===== src/rtl/prw_pkg.sv =====
package prw_pkg;

  localparam int PAGE_W = 12;

  localparam logic [7:0] OP_REWRITE_BASE = 8'h58;
  localparam logic [7:0] OP_STATUS       = 8'h57;
  localparam logic [7:0] OP_FILL         = 8'h00;

  typedef enum logic [2:0] {
    ST_IDLE,
    ST_CMD,
    ST_GAP,
    ST_SOP,
    ST_POLL,
    ST_TAIL
  } seq_state_e;

  // byte idx of the 4-byte rewrite frame; address = {3'b0, page, 9'b0}
  function automatic logic [7:0] cmd_byte(input logic [1:0] idx,
                                          input logic sel,
                                          input logic [PAGE_W-1:0] page);
    logic [23:0] addr;
    addr = {3'b000, page, 9'b0};
    case (idx)
      2'd0:    cmd_byte = OP_REWRITE_BASE | {7'b0, sel};
      2'd1:    cmd_byte = addr[23:16];
      2'd2:    cmd_byte = addr[15:8];
      default: cmd_byte = addr[7:0];
    endcase
  endfunction

endpackage


===== src/rtl/prw_byte_shifter.sv =====
module prw_byte_shifter #(
  parameter int CLK_DIV = 4
) (
  input  logic       clk_i,
  input  logic       rst_ni,
  input  logic       load_i,
  input  logic [7:0] tx_byte_i,
  input  logic       miso_i,
  output logic       sck_o,
  output logic       mosi_o,
  output logic       done_o,
  output logic [7:0] rx_byte_o
);

  localparam int DIV_W = (CLK_DIV > 1) ? $clog2(CLK_DIV) : 1;
  localparam logic [DIV_W-1:0] DIV_LAST = DIV_W'(CLK_DIV - 1);

  logic             active_q;
  logic [DIV_W-1:0] div_q;
  logic [2:0]       bit_q;
  logic [7:0]       tx_q;
  logic [7:0]       rx_q;
  logic             sck_q;
  logic             done_q;
  logic [7:0]       rx_out_q;
  logic             tick;

  assign tick = active_q && (div_q == DIV_LAST);

  always_ff @(posedge clk_i or negedge rst_ni) begin
    if (!rst_ni) begin
      active_q <= 1'b0;
      div_q    <= '0;
      bit_q    <= '0;
      tx_q     <= '0;
      rx_q     <= '0;
      sck_q    <= 1'b0;
      done_q   <= 1'b0;
      rx_out_q <= '0;
    end else begin
      done_q <= 1'b0;
      if (!active_q) begin
        if (load_i) begin
          active_q <= 1'b1;
          div_q    <= '0;
          bit_q    <= '0;
          tx_q     <= tx_byte_i;
          sck_q    <= 1'b0;
        end
      end else begin
        div_q <= tick ? '0 : div_q + 1'b1;
        if (tick) begin
          if (!sck_q) begin
            sck_q <= 1'b1;
            rx_q  <= {rx_q[6:0], miso_i};
          end else begin
            sck_q <= 1'b0;
            if (bit_q == 3'd7) begin
              active_q <= 1'b0;
              done_q   <= 1'b1;
              rx_out_q <= rx_q;
            end else begin
              bit_q <= bit_q + 3'd1;
              tx_q  <= {tx_q[6:0], 1'b0};
            end
          end
        end
      end
    end
  end

  assign sck_o     = sck_q;
  assign mosi_o    = tx_q[7];
  assign done_o    = done_q;
  assign rx_byte_o = rx_out_q;

endmodule


===== src/rtl/prw_gap_timer.sv =====
module prw_gap_timer #(
  parameter int GAP_CYC = 8
) (
  input  logic clk_i,
  input  logic rst_ni,
  input  logic start_i,
  output logic fire_o
);

  localparam int CNT_W = (GAP_CYC > 1) ? $clog2(GAP_CYC) : 1;

  logic [CNT_W-1:0] cnt_q;
  logic             run_q;
  logic             fire_q;

  always_ff @(posedge clk_i or negedge rst_ni) begin
    if (!rst_ni) begin
      cnt_q  <= '0;
      run_q  <= 1'b0;
      fire_q <= 1'b0;
    end else begin
      fire_q <= 1'b0;
      if (start_i) begin
        cnt_q <= CNT_W'(GAP_CYC - 1);
        run_q <= 1'b1;
      end else if (run_q) begin
        if (cnt_q == '0) begin
          run_q  <= 1'b0;
          fire_q <= 1'b1;
        end else begin
          cnt_q <= cnt_q - 1'b1;
        end
      end
    end
  end

  assign fire_o = fire_q;

endmodule


===== src/rtl/prw_seq_ctrl.sv =====
module prw_seq_ctrl
  import prw_pkg::*;
#(
  parameter int POLL_MAX = 1024
) (
  input  logic              clk_i,
  input  logic              rst_ni,
  input  logic              start_i,
  input  logic              buf_sel_i,
  input  logic [PAGE_W-1:0] page_i,
  input  logic              byte_done_i,
  input  logic [7:0]        rx_byte_i,
  input  logic              gap_fire_i,
  output logic              load_o,
  output logic [7:0]        tx_byte_o,
  output logic              gap_start_o,
  output logic              cs_n_o,
  output logic              busy_o,
  output logic              done_o,
  output logic              timeout_o
);

  localparam int POLL_W = $clog2(POLL_MAX + 1);
  localparam logic [POLL_W-1:0] POLL_LAST = POLL_W'(POLL_MAX - 1);

  seq_state_e        state_q;
  logic [1:0]        idx_q;
  logic [POLL_W-1:0] poll_q;
  logic              sel_q;
  logic [PAGE_W-1:0] page_q;
  logic              cs_n_q;
  logic              load_q;
  logic [7:0]        tx_q;
  logic              gap_go_q;
  logic              hit_q;
  logic              done_q;
  logic              tmo_q;

  always_ff @(posedge clk_i or negedge rst_ni) begin
    if (!rst_ni) begin
      state_q  <= ST_IDLE;
      idx_q    <= '0;
      poll_q   <= '0;
      sel_q    <= 1'b0;
      page_q   <= '0;
      cs_n_q   <= 1'b1;
      load_q   <= 1'b0;
      tx_q     <= '0;
      gap_go_q <= 1'b0;
      hit_q    <= 1'b0;
      done_q   <= 1'b0;
      tmo_q    <= 1'b0;
    end else begin
      load_q   <= 1'b0;
      gap_go_q <= 1'b0;
      done_q   <= 1'b0;
      tmo_q    <= 1'b0;
      unique case (state_q)
        ST_IDLE: begin
          if (start_i) begin
            sel_q   <= buf_sel_i;
            page_q  <= page_i;
            cs_n_q  <= 1'b0;
            tx_q    <= cmd_byte(2'd0, buf_sel_i, page_i);
            load_q  <= 1'b1;
            idx_q   <= '0;
            state_q <= ST_CMD;
          end
        end
        ST_CMD: begin
          if (byte_done_i) begin
            if (idx_q == 2'd3) begin
              cs_n_q   <= 1'b1;  // rising CS launches the rewrite
              gap_go_q <= 1'b1;
              state_q  <= ST_GAP;
            end else begin
              idx_q  <= idx_q + 2'd1;
              tx_q   <= cmd_byte(idx_q + 2'd1, sel_q, page_q);
              load_q <= 1'b1;
            end
          end
        end
        ST_GAP: begin
          if (gap_fire_i) begin
            cs_n_q  <= 1'b0;
            tx_q    <= OP_STATUS;
            load_q  <= 1'b1;
            state_q <= ST_SOP;
          end
        end
        ST_SOP: begin
          if (byte_done_i) begin
            tx_q    <= OP_FILL;
            load_q  <= 1'b1;
            poll_q  <= '0;
            state_q <= ST_POLL;
          end
        end
        ST_POLL: begin
          if (byte_done_i) begin
            if (rx_byte_i[7] || poll_q == POLL_LAST) begin
              hit_q    <= rx_byte_i[7];
              cs_n_q   <= 1'b1;
              gap_go_q <= 1'b1;
              state_q  <= ST_TAIL;
            end else begin
              poll_q <= poll_q + 1'b1;
              load_q <= 1'b1;
            end
          end
        end
        ST_TAIL: begin
          if (gap_fire_i) begin
            done_q  <= hit_q;
            tmo_q   <= !hit_q;
            state_q <= ST_IDLE;
          end
        end
        default: state_q <= ST_IDLE;
      endcase
    end
  end

  assign load_o      = load_q;
  assign tx_byte_o   = tx_q;
  assign gap_start_o = gap_go_q;
  assign cs_n_o      = cs_n_q;
  assign busy_o      = (state_q != ST_IDLE);
  assign done_o      = done_q;
  assign timeout_o   = tmo_q;

endmodule


===== src/rtl/page_rewrite_poller.sv =====
module page_rewrite_poller
  import prw_pkg::*;
#(
  parameter int CLK_DIV  = 4,
  parameter int POLL_MAX = 1024
) (
  input  logic              clk_i,
  input  logic              rst_ni,
  input  logic              start_i,
  input  logic              buf_sel_i,
  input  logic [PAGE_W-1:0] page_i,
  output logic              busy_o,
  output logic              done_o,
  output logic              timeout_o,
  output logic              spi_sck_o,
  output logic              spi_cs_no,
  output logic              spi_mosi_o,
  input  logic              spi_miso_i
);

  localparam int GAP_CYC = 2 * CLK_DIV;

  logic       load;
  logic [7:0] tx_byte;
  logic       byte_done;
  logic [7:0] rx_byte;
  logic       gap_start;
  logic       gap_fire;

  prw_byte_shifter #(.CLK_DIV(CLK_DIV)) u_shift (
    .clk_i     (clk_i),
    .rst_ni    (rst_ni),
    .load_i    (load),
    .tx_byte_i (tx_byte),
    .miso_i    (spi_miso_i),
    .sck_o     (spi_sck_o),
    .mosi_o    (spi_mosi_o),
    .done_o    (byte_done),
    .rx_byte_o (rx_byte)
  );

  prw_gap_timer #(.GAP_CYC(GAP_CYC)) u_gap (
    .clk_i   (clk_i),
    .rst_ni  (rst_ni),
    .start_i (gap_start),
    .fire_o  (gap_fire)
  );

  prw_seq_ctrl #(.POLL_MAX(POLL_MAX)) u_ctrl (
    .clk_i       (clk_i),
    .rst_ni      (rst_ni),
    .start_i     (start_i),
    .buf_sel_i   (buf_sel_i),
    .page_i      (page_i),
    .byte_done_i (byte_done),
    .rx_byte_i   (rx_byte),
    .gap_fire_i  (gap_fire),
    .load_o      (load),
    .tx_byte_o   (tx_byte),
    .gap_start_o (gap_start),
    .cs_n_o      (spi_cs_no),
    .busy_o      (busy_o),
    .done_o      (done_o),
    .timeout_o   (timeout_o)
  );

endmodule


===== config.mk =====
export PLATFORM = sky130hd
export DESIGN_NAME = page_rewrite_poller
export DESIGN_NICKNAME = d
export VERILOG_FILES = /design/src/rtl/prw_pkg.sv /design/src/rtl/prw_byte_shifter.sv /design/src/rtl/prw_gap_timer.sv /design/src/rtl/prw_seq_ctrl.sv /design/src/rtl/page_rewrite_poller.sv
export SDC_FILE = /design/constraint.sdc
export NUM_CORES = 1
export LEC_CHECK = 0
export BUFFER_PORTS_ARGS = -buffer_cell sky130_fd_sc_hd__clkbuf_2
export CORE_MARGIN = 5
export CORE_UTILIZATION = 55
export DETAILED_ROUTE_END_ITERATION = 7
export PLACE_DENSITY = 0.73
export RECOVER_POWER = 50
export SLEW_MARGIN = 20
export SYNTH_ARGS = -nofsm -noshare
export SYNTH_HDL_FRONTEND = slang
export SYNTH_SLANG_ARGS = --single-unit

===== constraint.sdc =====
create_clock -name clk_i -period 2.6 [get_ports clk_i]
set_input_delay 0.39 -clock clk_i [delete_from_list [all_inputs] [get_ports clk_i]]
set_output_delay 0.39 -clock clk_i [all_outputs]
set_load 0.1 [all_outputs]

After elaboration in Yosys (flattened, before gate mapping)
Cells that the tools add are included.
- flip-flop bits (word level): 80
- output and inout port bits: 6
- word-level logic and storage cells: 162
- add/sub/neg operators: 5
- eq/ne operators: 25
- mux-type cells: 83
- bitwise logic cells: 1
- reduce and logical (&&, ||, !) cells: 25
- operators with widths (kind ; number):
    2-to-1 mux 8 bit ; 10
    2-to-1 mux 3 bit ; 16
    2-to-1 mux 1 bit ; 40
    2-to-1 mux 11 bit ; 3
    one-hot mux 8 bit (4 select lines) ; 1
    one-hot mux 8 bit (3 select lines) ; 1
    != test 2 bit (second input constant) ; 11
    one-hot mux 11 bit (2 select lines) ; 1
    one-hot mux 3 bit (6 select lines) ; 1
    AND reduction 4 bit ; 4
    2-to-1 mux 2 bit ; 6
    adder 11 x 1 -> 11 bit (second input constant) ; 1
    == test 11 x 10 -> 1 bit (second input constant) ; 1
    == test 3 bit (second input constant) ; 3
    AND reduction 8 bit ; 1
    nonzero test 2 bit ; 4
    nonzero test 4 bit ; 2
    AND reduction 7 bit ; 1
    == test 2 bit (second input constant) ; 3
    == test 3 x 2 -> 1 bit (second input constant) ; 2
    zero test 3 bit ; 2
    != test 2 x 1 -> 1 bit (second input constant) ; 3
    AND reduction 2 bit ; 3
    AND reduction 3 bit ; 2
    other kinds (16) ; 17

Depth between registers and ports, before layout
Gate-level depths: netlist (run 1).
- depth in word-level cells: 6
- gate-level depth with buffers: 6
- depth with buffers taken out: 6

Hierarchy
A second synthesis (run 1) with hierarchy kept.
- cell total of the unflattened synthesis: 329
- area, all modules: 3920.0 um^2
- by module, submodules not included (module ; instances ; cells an instance ; area each (um^2)):
    prw_seq_ctrl ; 1 ; 215 ; 2273.4
    prw_byte_shifter ; 1 ; 92 ; 1400.1
    prw_gap_timer ; 1 ; 22 ; 246.5

Worst setup path after synthesis (run 1)
OpenSTA, ideal clock, no wires.
- kind: reg2reg
- from: register u_ctrl.state_q[0]
- to: register u_ctrl.poll_q[9]
- setup time: 78 ps
- arrival: 1982 ps
- required time: 2522 ps
- path slack: 540 ps
- cell stages (with the launch flop): 5
- buffers on the path: 0
- period minus slack after synthesis: 2060 ps
- cells stage by stage: dfrtp_1 -> or4b_4 -> a2111o_1 -> or4_1 -> a21oi_1
- cells in the longest elaborated chain, start to end: 3
- elaborated cells on any way between the ends: 8
- those cells by class: eq/ne: 5; mux: 1; reduce/logical: 2
- ends and longest elaborated chain (element ; line ; RTL):
    from (decl) ; prw_seq_ctrl.sv:26 ; seq_state_e state_q;
    from (signal assigned) ; prw_seq_ctrl.sv:41 ; state_q <= ST_IDLE;
    from (signal assigned) ; prw_seq_ctrl.sv:67 ; state_q <= ST_CMD;
    from (signal assigned) ; prw_seq_ctrl.sv:75 ; state_q <= ST_GAP;
    == test 3 bit / == test 3 x 2 -> 1 bit (equally long branches) ; prw_seq_ctrl.sv:58 ; unique case (state_q)
    != test 2 bit (no source line) / nonzero test 2 bit (equally long branches) ; - ;
    AND reduction 4 bit (no source line) ; - ;
    to (signal assigned) ; prw_seq_ctrl.sv:107 ; poll_q <= poll_q + 1'b1;
    to (decl) ; prw_seq_ctrl.sv:28 ; logic [POLL_W-1:0] poll_q;
Parallel ways exist; a longest one is shown, timed or not.
A chain may end at the register's enable or synchronous reset.

Final worst setup path (run 1)
Same ends and word-level chain as after synthesis.

==> impl_metrics.yaml, run 1 <==
pwr:
  max-vdd-ir-drop_v: 0.000613
  p_leak_nw: 1.88
  power_density_nw_per_um2: 511
logic_synthesis:
  synth_fp_nets: 352
  synth_fa_ha_area_share_pct: 3.89
  syn-instance-count: 324
  mappedNetlistArea_um2: 3540
  postSynth.asyncResetShare_pct: 100
  synth_seq_area_share_pct: 51.7
  post_synth_and_or_nand_nor_area_fraction_pct: 13.8
  ys_top_cells_by_count: "dfrtp_1, mux2_2, nor2_1, a21oi_1, inv_1"
  synth_compound_area_share_pct: 14.0
  yosysMostFrequentCell: "dfrtp_1"
  ys_warn_count: 0
  yosys.area_share.xor_xnor_pct: 0.495
  synth-edff-count: 0
  postSynthRegisterBits: 73
  synth.avg_cell_area_um2: 10.9
  synth_top_flop_cell: "dfrtp_1"
  synth_top_area_share_pct: 51.0
  synth_top_family_by_area: "compound AO/OA/AOI/OAI gates"
  synth.lib_cells_used.distinct: 48
  synthMuxAreaShare_pct: 12.3
  synth.largest_area_cell: "dfrtp_1"
  netlist_top_cells_area: "dfrtp_1, mux2_2, ha_1"
worst_setup_path:
  worst_setup_path_start_kind: "register"
  cp_num_buf_inv: 0
  critPathRequiredTime_ns: 2.88
  slowest_delay_ns: 0.56
  critPathTopFamily: "simple AND/OR/NAND/NOR gates"
  critical_path.slowest_cell: "or4b_4"
  timing.critical_path.depth: 4
  arrival_ns: 2.43
  end_kind: "register"
  timing_worst_setup_path_type: "register to register"
  r2r.worst_path.cells: 4
  crit_path_cell_trace: "or4b_4, a2111o_1, or4_1, a21oi_1"
  path_max_fanout: 6
final_layout:
  fillCellCount: 544
  final_core_utilization_pct: 62.3
  final_net_count: 378
  antennaDiodeCount: 0
  area_delta_synth_final_pct: 11.3
  post_route_cells_drive_above_1_share_pct: 22.3
  finalInstanceArea_um2: 3940
floorplanning:
  die_x_um: 90.2
  fp.dieArea_um2: 8130
  chipHeight_um: 90.2
  effective_utilization_at_floorplan_pct: 56.0
  placement_rows: 29
  core_area_um2: 6310
  ios: 23
routing:
  routedWlPerCell_um: 15.0
  drt_iter0_drc: 190
  amount_of_wire_on_met2_after_detailed_routing_um: 3080
  top_layer_used: "met4"
  drt_first_pass_iters: 4
  routedLengthMet1_um: 2990
  detail_route.vias_per_cell: 5.86
  antenna_left: 0
  wirelength_um: 6470
  vias: 2533
  dr_wl_met3_um: 309
  drc: 0
clock_network:
  tritoncts.num_buffers: 9
  tritoncts: "done"
  clk_path_buf_depth: 2
  worstSkewPairLatency_ns: 0.35
  cts-htree-levels: 3
  hold_buffers: 0
  clockRootBuffer: "clkbuf_8"
  postCtsSetupRepairBufs: 0
  cts.sink_count: 73
  clkSlewWorstSetupHoldPaths_ns: 0.09
  ctsResizeCount: 0
worst_hold_path:
  min_delay_path_depth: 2
  holdCritPathClass: "input port to register"
placement:
  place.port_buffers: 22
  detailed_place.area_um2: 3760
  hpwl_um: 4710
  routabilityCongestion: 0.825
global_routing:
  grt_first_pass_wirelength_um: 11500
  grt.overflow.total: 0
  number_of_global_route_vias_before_repair: 2485
  grt_start_max_net_pins: 42
  grt_usage_pct: 17.2
  antenna_found_initial: 0
sta:
  tns_ns: 0
  skew_ns: 0.0113
  max_slew.worst_pin.slew_ns: 1.74
  layout_worst_path_cycle_share_pct: 82.9
  fmaxAchievable_ghz: 0.464
  hold_violations: 0
  worst_slew_margin_rel_pct: -16.3
  final_critical_delay_including_setup_and_external_delays_ns: 2.16
  timing.final.max_slew_violations: 33
  rsz_0062_raised_after_global_routing: "false"
  report.final.setup_viol: 0
outcome:
  violations_in_the_final_reports: "max-capacitance violations, max-slew violations"
  status: "finished, violations left"
run:
  max_cap_violations: 1
registers in the layout, indices dropped and copies added, names as in the netlist, 2 cells and up:
| signal | cells |
|---|---|
| u_ctrl.idx_q | 2 |
| u_ctrl.page_q | 12 |
| u_ctrl.poll_q | 11 |
| u_ctrl.state_q | 3 |
| u_ctrl.tx_byte_o | 8 |
| u_gap.cnt_q | 3 |
| u_shift.bit_q | 3 |
| u_shift.div_q | 2 |
| u_shift.rx_q | 8 |
| u_shift.tx_q | 8 |
layout by cell type (no fill, tap or decap), types with 6 or more instances in the layout:
cell type / n
a22o_1: 6
nand2_1: 15
o31ai_1: 7
clkbuf_8: 9
o21ai_0: 16
ha_1: 11
a21oi_1: 20
mux2_2: 29
nand3_1: 8
buf_4: 6
dfrtp_1: 72
clkbuf_2: 21
mux2i_1: 11
nor2_1: 22
inv_1: 20
cell families (layout without fill, tap and decap cells):
kind of cell / Yosys count / after routing
compound gates: 75 / 75
xor+xnor: 2 / 2
fa+ha+maj: 11 / 11
buf+inv: 35 / 66
flops: 73 / 73
mux: 40 / 40
simple gates: 88 / 88
metal layers:
layer	GRT usage (%)	up-vias
met1	22.9	1236
met2	26.2	61
met3	5.43	8
met5	0	-
met4	6.58	0
li1	-	1228
area by class of cell:
| type | instances | area [um^2] | share of cell area [%] |
|---|---|---|---|
| flip-flops and latches | 73 | 1830 | 46.5 |
| multi-input cells | 216 | 1580 | 40.0 |
| repair buffers | 30 | 178 | 4.52 |
| clock buffers | 9 | 124 | 3.15 |
| well taps | 77 | 96.3 | 2.45 |
| inverters | 20 | 75.1 | 1.91 |
| clock inverters | 7 | 58.8 | 1.49 |
stage by stage:
step	total power, mW	worst slack [ns]	instances	hold WS (ns)
finish	2.01	0.444	432	0.266
global route	2.08	0.231	432	0.242
CTS	2.03	0.433	432	0.114
detailed placement	1.21	0.454	416	0.461
global placement	1.21	0.517	416	0.452
floorplan	1.17	0.540	324	0.0944
power breakdown:
group,switching [mW],leakage (nW),internal [mW]
combinational,0.0264,0.850,0.0164
clock,0.465,0.0872,0.361
sequential,0.00229,0.944,1.14
final timing paths:
kind / slack (ns) / end / start
max: 0.44 / u_ctrl.poll_q[9]$_DFFE_PN0P_ / u_ctrl.state_q[0]$_DFFE_PN0P_
min: 0.27 / u_shift.rx_q[0]$_DFFE_PN0P_ / spi_miso_i
max reg2reg: 0.44 / u_ctrl.poll_q[9]$_DFFE_PN0P_ / u_ctrl.state_q[0]$_DFFE_PN0P_
min reg2reg: 0.47 / u_ctrl.timeout_o$_DFF_PN0_ / u_ctrl.hit_q$_DFFE_PN0P_
max in group asynchronous: 1.10 / u_ctrl.page_q[2]$_DFFE_PN0P_ / rst_ni
min in group asynchronous: 0.49 / u_ctrl.poll_q[8]$_DFFE_PN0P_ / rst_ni
(Power assumes the default switching activity.)
==> run 2: changes to the inputs <==
--- a/config.mk
+++ b/config.mk
@@ -7,9 +7,9 @@
 export LEC_CHECK = 0
 export BUFFER_PORTS_ARGS = -buffer_cell sky130_fd_sc_hd__clkbuf_2
 export CORE_MARGIN = 5
-export CORE_UTILIZATION = 55
+export CORE_UTILIZATION = 54
 export DETAILED_ROUTE_END_ITERATION = 7
-export PLACE_DENSITY = 0.73
+export PLACE_DENSITY = 0.75
 export RECOVER_POWER = 50
 export SLEW_MARGIN = 20
 export SYNTH_ARGS = -nofsm -noshare
==> constraint.sdc (replaced) <==
create_clock -name clk_i -period 1.85 [get_ports clk_i]
set_input_delay 0.2775 -clock clk_i [delete_from_list [all_inputs] [get_ports clk_i]]
set_output_delay 0.2775 -clock clk_i [all_outputs]
set_load 0.1 [all_outputs]
==> run 2 against run 1 <==
Compared with the run above:
- the flow finishes with violations (negative setup slack)
- clock skew about the same
- clock power increased by 83%
- wire length increased by 8.3%
- worst hold slack got worse by 0.11 ns
- sequential cell count unchanged
- via count increased by 4.2%
- utilization increased by 4.3 points
- critical path depth unchanged
- register-to-register slack got worse by 0.60 ns
- cell count increased by 4.9%
- power increased by 58%
- sequential power increased by 41%
==> impl_metrics.yaml, run 2 (same netlist as run 1, synthesis figures left out) <==
final_layout:
  area_delta_synth_final_pct: 19.7
  mostFrequentLayoutCells: "dfrtp_1, mux2_2, buf_4"
  final_common_cell: "dfrtp_1"
  antennaDiodeCount: 0
  final_net_count: 399
  largest_register_ffs: 12
  fillCellCount: 459
  max_flop_register: "u_ctrl.page_q"
  post_route_cells_drive_above_1_share_pct: 29.0
  largest_registers: "u_ctrl.page_q: 12 flops, u_ctrl.poll_q: 11 flops"
sta:
  skew_ns: 0.0111
  max_slew.worst_pin.slew_ns: 0.758
  fmaxAchievable_ghz: 0.500
  report.final.setup_viol: 7
  final_critical_path_setup_slack_ns: -0.152
  worst_slew_margin_rel_pct: 49.5
  timing.final.max_slew_violations: 0
  hold_violations: 0
  final_critical_delay_including_setup_and_external_delays_ns: 2.00
  rsz_0062_raised_after_global_routing: "true"
  layout_worst_path_cycle_share_pct: 108
floorplanning:
  effective_utilization_at_floorplan_pct: 55.7
  fp.dieArea_um2: 8270
  die_x_um: 90.9
  placement_rows: 29
  core_area_um2: 6350
  ios: 23
  chipHeight_um: 90.9
placement:
  place_worst_setup_slack_ns: -0.134
  place.port_buffers: 22
  hpwl_um: 4940
  routabilityCongestion: 0.881
pwr:
  power_density_nw_per_um2: 750
  p_leak_nw: 2.04
  max-vdd-ir-drop_v: 0.000764
  power.total_mw: 3.18
global_routing:
  grt.overflow.total: 0
  grt_start_max_net_pins: 44
  grt_usage_pct: 17.9
  antenna_found_initial: 0
  number_of_global_route_vias_before_repair: 2643
  grt_first_pass_wirelength_um: 12200
run:
  max_cap_violations: 0
clock_network:
  clk_path_buf_depth: 2
  tritoncts: "done"
  cts-htree-levels: 3
  clockRootBuffer: "clkbuf_8"
  clkSlewWorstSetupHoldPaths_ns: 0.08
  tritoncts.num_buffers: 9
  cts.sink_count: 73
  worstSkewPairLatency_ns: 0.35
worst_setup_path:
  end_kind: "register"
  critical_path.slowest_cell: "or4b_4"
  path_max_fanout: 5
  arrival_ns: 2.27
  worst_setup_path_start_kind: "register"
  crit_path_cell_trace: "or4b_4, a2111o_1, or4_1, a21oi_1"
  timing_worst_setup_path_type: "register to register"
  slowest_delay_ns: 0.55
  critPathRequiredTime_ns: 2.11
routing:
  drt_iter0_drc: 144
  drt_first_pass_iters: 6
  vias: 2639
  detail_route.vias_per_cell: 5.83
  antenna_left: 0
  routedWlPerCell_um: 15.5
  wirelength_um: 7010
  drc: 0
worst_hold_path:
  holdCritPathClass: "input port to register"
outcome:
  status: "finished, violations left"
  violations_in_the_final_reports: "negative setup slack"
==> run 2: metrics by stage <==
step	setup TNS [ns]	utilization (%)	cells	area, um^2	hold WS (ns)
final	-0.645	66.7	453	4230	0.159
after global routing	-3.93	66.7	453	4230	0.145
after CTS	-0.623	66.1	452	4200	0.146
after detailed placement	-1.11	61.6	433	3910	0.239
after global placement	-0.506	61.6	433	3910	0.235
after floorplan	-0.476	-	324	3540	-0.0181
==> run 2: critical path: cells and delay by family, from the launching register on <==
kind,cells,cell delay [ns]
simple gates,2,0.96
compound gates,2,0.57
flops,1,0.39
==> run 2: final cells by class <==
cell class,instances,area [um^2],area share (%)
clock buffers,10,128,3.02
clock inverters,6,115,2.72
inverters,20,75.1,1.77
multi-input cells,216,1640,38.7
flip-flops and latches,73,1830,43.2
well taps,77,96.3,2.28
repair buffers,51,350,8.28
==> run 2: power breakdown <==
group	internal, mW	total, mW	switching (mW)
combinational	0.0215	0.0591	0.0376
sequential	1.60	1.61	0.00328
clock	0.903	1.51	0.609
==> run 2: final timing paths <==
path,cells past startpoint,from,slack [ns],endpoint
min in group asynchronous,2,rst_ni,0.55,u_ctrl.poll_q[0]$_DFFE_PN0P_
min,2,page_i[11],0.16,u_ctrl.page_q[11]$_DFFE_PN0P_
max,4,u_ctrl.state_q[1]$_DFFE_PN0P_,-0.15,u_ctrl.poll_q[7]$_DFFE_PN0P_
max in group asynchronous,3,rst_ni,0.19,u_shift.sck_o$_DFFE_PN0P_
max reg2reg,4,u_ctrl.state_q[1]$_DFFE_PN0P_,-0.15,u_ctrl.poll_q[7]$_DFFE_PN0P_
min reg2reg,1,u_ctrl.hit_q$_DFFE_PN0P_,0.46,u_ctrl.timeout_o$_DFF_PN0_
==> run 2: what timing repair did <==
action                                 CTS  global route
resized for setup                        5            11
gates cloned                             1             0
endpoints found under the hold margin   29             0
pin swaps                                3             1
setup endpoints to repair               12            20
setup buffers                            1             1
hold buffers                             1             0
==> run 2: per-layer routing <==
metal,vias to the layer above,GRT usage (%),share of wire (%)
li1,1277,-,-
met2,72,27.3,47
met5,-,0,0
met1,1280,24.6,46
met3,10,4.17,5.1
met4,0,7.70,1.6
==> run 3: changes to the inputs <==
--- a/config.mk
+++ b/config.mk
@@ -6,12 +6,14 @@
 export NUM_CORES = 1
 export LEC_CHECK = 0
 export BUFFER_PORTS_ARGS = -buffer_cell sky130_fd_sc_hd__clkbuf_2
+export CAP_MARGIN = 15
 export CORE_MARGIN = 5
-export CORE_UTILIZATION = 54
+export CORE_UTILIZATION = 55
 export DETAILED_ROUTE_END_ITERATION = 7
-export PLACE_DENSITY = 0.75
+export PLACE_DENSITY = 0.76
 export RECOVER_POWER = 50
 export SLEW_MARGIN = 20
 export SYNTH_ARGS = -nofsm -noshare
 export SYNTH_HDL_FRONTEND = slang
+export SYNTH_HIERARCHICAL = 1
 export SYNTH_SLANG_ARGS = --single-unit
==> run 3 against run 2 <==
Compared with the run above:
- the flow now finishes without violations
- critical path depth rose by 1
- synthesized cell count fell by 2.8%
- via count fell by 3.7%
- global-route usage fell by 0.46 points
- worst setup slack improved by 0.19 ns
- clock skew fell by 0.0015 ns
- critical path type unchanged
- critical endpoint is now u_ctrl/poll_q[9]$_DFFE_PN0P_
==> impl_metrics.yaml, run 3 <==
outcome:
  status: "completed"
sta:
  finalHoldWorstSlack_ns: 0.153
  tns_ns: 0
  report.final.setup_viol: 0
  final_critical_path_setup_slack_ns: 0.0404
  layout_worst_path_cycle_share_pct: 97.8
  skew_ns: 0.00959
  hold_violations: 0
  timing.final.max_slew_violations: 0
  fmaxAchievable_ghz: 0.553
  worst_slew_margin_rel_pct: 36.9
  rsz_0062_raised_after_global_routing: "false"
  max_slew.worst_pin.slew_ns: 0.947
  final_critical_delay_including_setup_and_external_delays_ns: 1.81
placement:
  detailed_place.area_um2: 4050
  place.port_buffers: 22
  routabilityCongestion: 0.841
  hpwl_um: 4900
  place_worst_setup_slack_ns: 0.00322
global_routing:
  grt_first_pass_wirelength_um: 11800
  number_of_global_route_vias_before_repair: 2545
  antenna_found_initial: 0
  grt.overflow.total: 0
  grt_start_max_net_pins: 74
  grt_usage_pct: 17.5
worst_setup_path:
  critical_path.reg2reg.startpoint: "u_ctrl/poll_q[0]$_DFFE_PN0P_"
  slowest_delay_ns: 0.55
  worst_setup_path_start_kind: "register"
  end_kind: "register"
  critical_path.endpoint: "u_ctrl/poll_q[9]$_DFFE_PN0P_"
  reg2reg_setup_slack_ns: 0.04
  arrival_ns: 2.08
  critical_path.slowest_cell: "or4_1"
  critPathRequiredTime_ns: 2.12
  path_max_fanout: 8
  timing_worst_setup_path_type: "register to register"
  reg_to_reg_end: "u_ctrl/poll_q[9]$_DFFE_PN0P_"
  r2r.worst_path.cells: 5
  crit_path_cell_trace: "ha_2, and3_4, a31o_4, or4_1, a21oi_2"
  setup.worst_path.start: "u_ctrl/poll_q[0]$_DFFE_PN0P_"
floorplanning:
  effective_utilization_at_floorplan_pct: 57.1
  fp.dieArea_um2: 8400
  placement_rows: 29
  core_area_um2: 6420
  die_x_um: 91.6
  ios: 23
  chipHeight_um: 91.6
worst_hold_path:
  holdCritPathClass: "input port to register"
  min_delay_path_depth: 2
final_layout:
  finalInstanceArea_um2: 4270
  final_common_cell: "dfrtp_1"
  area_delta_synth_final_pct: 16.5
  max_flop_register: "u_ctrl/page_q"
  largest_register_ffs: 12
  mostFrequentLayoutCells: "dfrtp_1, mux2_2, buf_4"
  antennaDiodeCount: 0
  post_route_cells_drive_above_1_share_pct: 34.4
  multiInputGateArea_um2: 1710
  final_net_count: 389
  fillCellCount: 477
  largest_registers: "u_ctrl/page_q: 12 flops, u_ctrl/poll_q: 11 flops"
  area.sequential_um2: 1830
clock_network:
  clk_path_buf_depth: 2
  postCtsSetupRepairBufs: 0
  tritoncts: "done"
  cts-htree-levels: 3
  clockRootBuffer: "clkbuf_8"
  worstSkewPairLatency_ns: 0.34
  tritoncts.num_buffers: 9
  clkSlewWorstSetupHoldPaths_ns: 0.08
  cts.sink_count: 73
routing:
  wirelength_um: 6700
  detail_route.vias_per_cell: 5.74
  vias: 2542
  drc: 0
  antenna_left: 0
  routedWlPerCell_um: 15.1
  drt_first_pass_iters: 4
  drt_iter0_drc: 172
pwr:
  max-vdd-ir-drop_v: 0.000524
  p_leak_nw: 2.12
  power_density_nw_per_um2: 862
logic_synthesis:
  syn-instance-count: 315
  ys_warn_count: 6
  synth_fp_nets: 343
  mappedNetlistArea_um2: 3670
  synth.avg_cell_area_um2: 11.6
run:
  max_cap_violations: 0
[run 3: timing repair]
item | 4_1_cts | 5_1_grt
resized for setup | 1 | 7
setup endpoints to repair | 1 | 14
cloned | 0 | 0
endpoints found under the hold margin | 72 | 0
hold buffers | 1 | 0
[run 3: report_power, final]
group / switching [mW] / internal (mW)
combinational: 0.251 / 0.278
sequential: 0.113 / 1.78
clock: 0.558 / 0.697
[run 3: routing by layer]
layer | vias up | track usage [%] | wire, um
li1 | 1226 | - | -
met1 | 1251 | 22.0 | 2950
met2 | 53 | 29.2 | 3390
met3 | 12 | 3.44 | 246
met4 | 0 | 8.04 | 112
met5 | - | 0 | 0
[run 3: area by class of cell]
cell class | count | area share [%]
timing repair buffer | 50 | 8.58
sequential | 73 | 42.9
multi-input combinational | 211 | 40.0
clock buffer | 12 | 3.63
tap | 77 | 2.26
inverter | 16 | 1.41
clock inverter | 4 | 1.20
[run 3: worst max-delay path, delay by kind of cell, from the launching register on]
family	cells	cell delay (ns)
AND/OR/NAND/NOR	2	0.71
AO/OA/AOI/OAI	2	0.41
flip-flops	1	0.41
adder cells (fa/ha/maj)	1	0.21
[run 3: how the worst min path moves through the flow]
stage,from,to,slack [ns]
3_3_place_gp,rst_ni,u_gap/cnt_q[2]$_DFFE_PN0P_,0.33
3_5_place_dp,rst_ni,u_ctrl/timeout_o$_DFF_PN0_,0.34
6_report,page_i[3],u_ctrl/page_q[3]$_DFFE_PN0P_,0.15
5_1_grt,page_i[11],u_ctrl/page_q[11]$_DFFE_PN0P_,0.15
4_1_cts,page_i[3],u_ctrl/page_q[3]$_DFFE_PN0P_,0.15
2_1_floorplan,rst_ni,u_ctrl/done_o$_DFF_PN0_,-0.02
[run 3: through the flow]
stage          power [mW]  std cells  utilization [%]
2_1_floorplan        2.31        315                -
3_3_place_gp         2.44        426             63.0
3_5_place_dp         2.47        426             63.0
4_1_cts              3.72        443             66.5
5_1_grt              3.88        443             66.5
6_report             3.68        443             66.5
